[src/rtl/busown_pkg.sv]
package busown_pkg;

    typedef enum logic [1:0] {
        ST_IDLE = 2'd0,
        ST_REQ  = 2'd1,
        ST_OWN  = 2'd2
    } own_st_e;

    typedef struct packed {
        own_st_e st;
        logic    done_seen;
        logic    irq;
    } ctl_t;

endpackage

[src/rtl/busown_burst_sel.sv]
module busown_burst_sel #(
    parameter int CODE_W = 2,
    parameter int LEN_W  = 6
) (
    input  logic              clk,
    input  logic              rst_n,
    input  logic              en,
    input  logic              snoop,
    input  logic [CODE_W-1:0] code,
    output logic [LEN_W-1:0]  len
);
    localparam logic [LEN_W-1:0] BASE_LEN = LEN_W'(4);

    always_comb begin
        if (!en)
            len = LEN_W'(1);
        else if (snoop)
            len = BASE_LEN;
        else
            len = BASE_LEN << code;
    end

    // snoop override keeps an enabled path at the minimum burst
    p_snoop_four_r10: assert property (@(posedge clk) disable iff (!rst_n)
        (en && snoop) |-> (len == BASE_LEN));

    // a disabled path reports single transfers
    p_disabled_single_r9: assert property (@(posedge clk) disable iff (!rst_n)
        !en |-> (len == LEN_W'(1)));

endmodule

[src/rtl/busown_hold_timer.sv]
module busown_hold_timer #(
    parameter int TMR_W = 8
) (
    input  logic             clk,
    input  logic             rst_n,
    input  logic             run,
    input  logic [TMR_W-1:0] limit,
    output logic             expired
);
    logic [TMR_W-1:0] cnt_d, cnt_q;

    always_comb begin
        cnt_d = run ? cnt_q + TMR_W'(1) : '0;
    end

    always_ff @(posedge clk) begin
        if (!rst_n) cnt_q <= '0;
        else        cnt_q <= cnt_d;
    end

    assign expired = run && (limit != '0) && (cnt_q == limit - TMR_W'(1));

    // once expired, ownership must end on the next edge
    p_cap_release_r8: assert property (@(posedge clk) disable iff (!rst_n)
        expired |=> !run);

endmodule

[src/rtl/busown_ctrl.sv]
module busown_ctrl
    import busown_pkg::*;
#(
    parameter int TMR_W     = 8,
    parameter int MAX_BURST = 32,
    parameter int CODE_W    = 2
) (
    input  logic                         clk,
    input  logic                         rst_n,
    input  logic                         fifo_nonempty,
    input  logic                         fifo_full,
    input  logic                         start_on_full,
    input  logic                         no_release,
    input  logic                         dma_burst_en,
    input  logic                         fifo_burst_en,
    input  logic [CODE_W-1:0]            blen_code,
    input  logic                         snoop_en,
    input  logic [TMR_W-1:0]             own_limit,
    input  logic                         bus_grant,
    input  logic                         dma_done,
    input  logic                         dma_err,
    input  logic                         rel_req,
    input  logic                         irq_clr,
    output logic                         bus_req,
    output logic                         bus_busy,
    output logic                         xfer_stb,
    output logic [$clog2(MAX_BURST):0]   dma_burst_len,
    output logic [$clog2(MAX_BURST):0]   fifo_burst_len,
    output logic                         irq
);
    localparam int LEN_W  = $clog2(MAX_BURST) + 1;
    localparam int N_PATH = 2;

    ctl_t ctl_d, ctl_q;
    logic start_now, release_now, tmo;
    logic [N_PATH-1:0]            path_en;
    logic [N_PATH-1:0][LEN_W-1:0] path_len;

    // path 0 = DMA, path 1 = FIFO
    assign path_en = {fifo_burst_en, dma_burst_en};

    for (genvar g = 0; g < N_PATH; g++) begin : g_path
        busown_burst_sel #(.CODE_W(CODE_W), .LEN_W(LEN_W)) u_sel (
            .clk   (clk),
            .rst_n (rst_n),
            .en    (path_en[g]),
            .snoop (snoop_en),
            .code  (blen_code),
            .len   (path_len[g])
        );
    end

    assign dma_burst_len  = path_len[0];
    assign fifo_burst_len = path_len[1];

    busown_hold_timer #(.TMR_W(TMR_W)) u_timer (
        .clk     (clk),
        .rst_n   (rst_n),
        .run     (ctl_q.st == ST_OWN),
        .limit   (own_limit),
        .expired (tmo)
    );

    always_comb begin
        start_now   = (start_on_full ? fifo_full : fifo_nonempty) && !rel_req;
        release_now = (ctl_q.st == ST_OWN) &&
                      (rel_req || tmo ||
                       (!no_release && (dma_done || ctl_q.done_seen)));
        ctl_d = ctl_q;
        case (ctl_q.st)
            ST_IDLE: begin
                ctl_d.done_seen = 1'b0;
                if (start_now) ctl_d.st = ST_REQ;
            end
            ST_REQ: begin
                if (bus_grant) ctl_d.st = ST_OWN;
            end
            ST_OWN: begin
                if (dma_done) ctl_d.done_seen = 1'b1;
                if (release_now) begin
                    ctl_d.st        = ST_IDLE;
                    ctl_d.done_seen = 1'b0;
                end
            end
            default: ctl_d.st = ST_IDLE;
        endcase
        if (dma_done || dma_err) ctl_d.irq = 1'b1;
        else if (irq_clr)        ctl_d.irq = 1'b0;
    end

    always_ff @(posedge clk) begin
        if (!rst_n) begin
            ctl_q.st        <= ST_IDLE;
            ctl_q.done_seen <= 1'b0;
            ctl_q.irq       <= 1'b0;
        end else begin
            ctl_q <= ctl_d;
        end
    end

    assign bus_req  = (ctl_q.st != ST_IDLE);
    assign bus_busy = (ctl_q.st == ST_OWN);
    assign xfer_stb = bus_busy && fifo_nonempty && !release_now;
    assign irq      = ctl_q.irq;

    p_full_gate_r3: assert property (@(posedge clk) disable iff (!rst_n)
        (!bus_req && start_on_full && !fifo_full) |=> !bus_req);

    p_grant_first_r4: assert property (@(posedge clk) disable iff (!rst_n)
        $rose(bus_busy) |-> $past(bus_req && bus_grant));

    p_done_release_r5: assert property (@(posedge clk) disable iff (!rst_n)
        (bus_busy && dma_done && !no_release) |=> (!bus_req && !bus_busy));

    p_hold_keep_r6: assert property (@(posedge clk) disable iff (!rst_n)
        (bus_busy && no_release && !rel_req && !tmo) |=> bus_busy);

    p_rel_drop_r7: assert property (@(posedge clk) disable iff (!rst_n)
        (bus_busy && rel_req) |=> (!bus_req && !bus_busy));

    p_irq_sticky_r11: assert property (@(posedge clk) disable iff (!rst_n)
        (dma_done || dma_err) |=> irq);

    p_stb_owned_r12: assert property (@(posedge clk) disable iff (!rst_n)
        xfer_stb |-> (bus_busy && fifo_nonempty));

endmodule

[config.mk]
export PLATFORM = sky130hd
export DESIGN_NAME = busown_ctrl
export DESIGN_NICKNAME = d
export VERILOG_FILES = /design/src/rtl/busown_pkg.sv /design/src/rtl/busown_burst_sel.sv /design/src/rtl/busown_hold_timer.sv /design/src/rtl/busown_ctrl.sv
export SDC_FILE = /design/constraint.sdc
export NUM_CORES = 1
export LEC_CHECK = 0
export CORE_MARGIN = 2
export CORE_UTILIZATION = 45
export DETAILED_ROUTE_END_ITERATION = 8
export DONT_BUFFER_PORTS = 1
export PLACE_DENSITY_LB_ADDON = 0.05
export REMOVE_ABC_BUFFERS = 1
export SLEW_MARGIN = 10
export SYNTH_ARGS = -nofsm -noshare
export SYNTH_HDL_FRONTEND = slang
export SYNTH_SLANG_ARGS = --single-unit
[constraint.sdc]
create_clock -name clk -period 4 [get_ports clk]
set_clock_uncertainty 0.05 [all_clocks]
set_input_delay 0.8 -clock clk [delete_from_list [all_inputs] [get_ports clk]]
set_output_delay 0.8 -clock clk [all_outputs]
set_load 0.005 [all_outputs]
==> out/results.ini <==
[hold_path]
hold_depth=1
min-delay-path-class=reg2reg
hold-path-endpoint=ctl_q[2]$_SDFFE_PN0P_
hold_start=ctl_q[3]$_SDFFE_PN0P_

[critical_path]
crit_family=compound AO/OA/AOI/OAI gates
cp_max_fo=5
cp_cell_sequence=inv_1 -> ha_1 -> xnor2_1 -> xnor2_1 -> or4_4 -> a2111oi_4 -> a21oi_1
crit_arrival_ps=2380
critPathMaxStageDelay_ps=500
path_buf_inv=1
start_kind=input pin
r2r_slack_ps=2230
r2r_cells=4
critical_path_class=in2out
crit_path_frequent_cell=xnor2_1
cp.required_ps=3150
r2r_end=ctl_q[1]$_SDFFE_PN0P_
r2r_start=u_timer.cnt_q[0]$_SDFF_PN0_
slowest_stage=or4_4
cp-end-kind=output pin

[cts]
numClockSinks=12
ctsResizeCount=0
cts_buffer_depth=2
cts_hold_buffers=0
post_cts_buffers=0
path_clk_slew_ps=70
h-tree-depth=1
cts_tree=done
cts_buffers=3
root_buffer=clkbuf_4
insertion_delay_ps=260

[place]
hpwl_um=1430
dp_cells=140
gp_congestion=0.802
io_buffers=0

[final_layout]
antenna_cells=0
fillCellCount=209
multi_input_area_sq_um=637
stdcell_count=143
register_area_sq_um=240
area_delta_synth_final_pct=4.48
nets=144
post_route_cells_drive_above_1_share_pct=6.90

[timing]
min_period_ps=3230
hold_viol=0
timing.hold.ws_ps=427
rsz0062_at_grt=no
tns_ps=0
fmax_mhz=310
fin_crit_sh_pct=80.6
final_max_slew_viol_count=0
finalSetupViolCount=0

[floorplan]
rows=16
die_w_um=49.3
io_pins=40
dieHeight_um=49.3
start_util_pct=47.5
die_area_sq_um=2430
core-area_sq_um=1940

[yosys]
synthArstFlopShare_pct=0
yosysTopAreaCellShare_pct=26.1
netlist_instances=115
synth_edf_count=0
syn_area_per_cell_sq_um=8.02
ys_top_cells_by_area=dfxtp_1 (26%), xnor2_1 (11%), nor2_1 (8.1%)
synth.distinct_cells=36
synth_top_area_cell=dfxtp_1
synth_most_common_cell=nor2_1
yosysSeqAreaShare_pct=26.1
synthFlopType=dfxtp_1
ys_warn_count=0
synthTopCellsByCount=nor2_1 (20), dfxtp_1 (12), xnor2_1 (12)
ys_seq_elements=12
netlist_area_sq_um=922

[pwr]
leakagePower_nw=0.362
p_per_area_nw_per_um2=240
ir_drop_uv=225

[global_routing]
grt_max_degree=8
grt.overflow.total=0
grt_util_all_layers_pct=15.1
grt_pass1_wl_um=2900
first_global_vias=684
grt_antenna_before_repair=0

[route]
wirelength_um=1740
first_pass_iters=4
wl_per_cell_um=12.2
drc_errors=0
ant_nets=0
drtIter0Drc=16
vias=772
viasPerCell=5.40

[run]
drv_cap=0

[status]
outcome=finished clean

[layout by cell type (no fill, tap or decap), types with 2 or more instances in the layout]
cell type   n
nor2_1     20
xnor2_1    12
dfxtp_1    12
inv_1       8
xor2_1      6
nand3_1     5
nand2b_1    4
nand2_1     4
o211ai_1    3
a31oi_1     3
a21oi_1     3
and3_1      3
clkbuf_4    3
and2_1      2
nor2b_1     2
or2_2       2
a32oi_1     2
nor3_1      2
nor3b_1     2
ha_1        2
conb_1      2
[worst max path at each step]
stage	depth (start not counted)	slack, ps	startpoint	end
floorplan	7	870	own_limit[0]	xfer_stb
global placement	7	790	own_limit[0]	xfer_stb
detailed placement	7	760	own_limit[0]	xfer_stb
CTS	7	750	own_limit[0]	xfer_stb
global route	7	660	own_limit[0]	xfer_stb
finish	7	770	own_limit[0]	xfer_stb
[registers in the layout (all words and copies together), names as in the netlist]
signal         flops
u_timer.cnt_q      8
irq                1
ctl_q              3
[power breakdown]
part	total, W	internal [W]	switching, W
registers	0.000124	0.000122	0.00000208
logic	0.0000360	0.0000187	0.0000173
clock network	0.0000714	0.0000347	0.0000367
total	0.000231	0.000175	0.0000560
[routing by layer]
metal	vias to the layer above	share of wire (%)	track usage, %	wire length [um]
met1	345	45	19.5	787
li1	396	-	-	-
met2	29	47	24.3	810
met3	2	7.6	4.29	132
met5	-	0	0	0
met4	0	0.46	4.29	8
[logic make-up (layout without fill, tap and decap cells)]
kind of cell | Yosys count | in the layout | synth area share [%]
fa+ha+maj | 2 | 2 | 2.71
compound gates | 18 | 18 | 16.1
flops | 12 | 12 | 26.1
buf+inv | 11 | 11 | 5.29
xor+xnor | 18 | 18 | 17.1
other cells | 1 | 2 | 0.407
mux | 1 | 1 | 1.09
simple gates | 52 | 52 | 31.2
[through the flow]
step	worst slack (ps)	utilization (%)	total power, W	instance area, sq um
final	775	49.6	0.000231	963
after global routing	658	49.6	0.000243	963
after CTS	754	49.6	0.000234	963
after detailed placement	758	48.5	0.000163	941
after global placement	793	48.5	0.000162	941
after floorplan	865	-	0.000158	907
[layout make-up]
type / count / share of cell area [%]
tap: 27 / 3.51
sequential: 12 / 24.9
inverter: 8 / 3.12
multi-input combinational: 93 / 66.1
clock buffer: 3 / 2.34
Note: power is estimated with default switching activity, not from simulation.
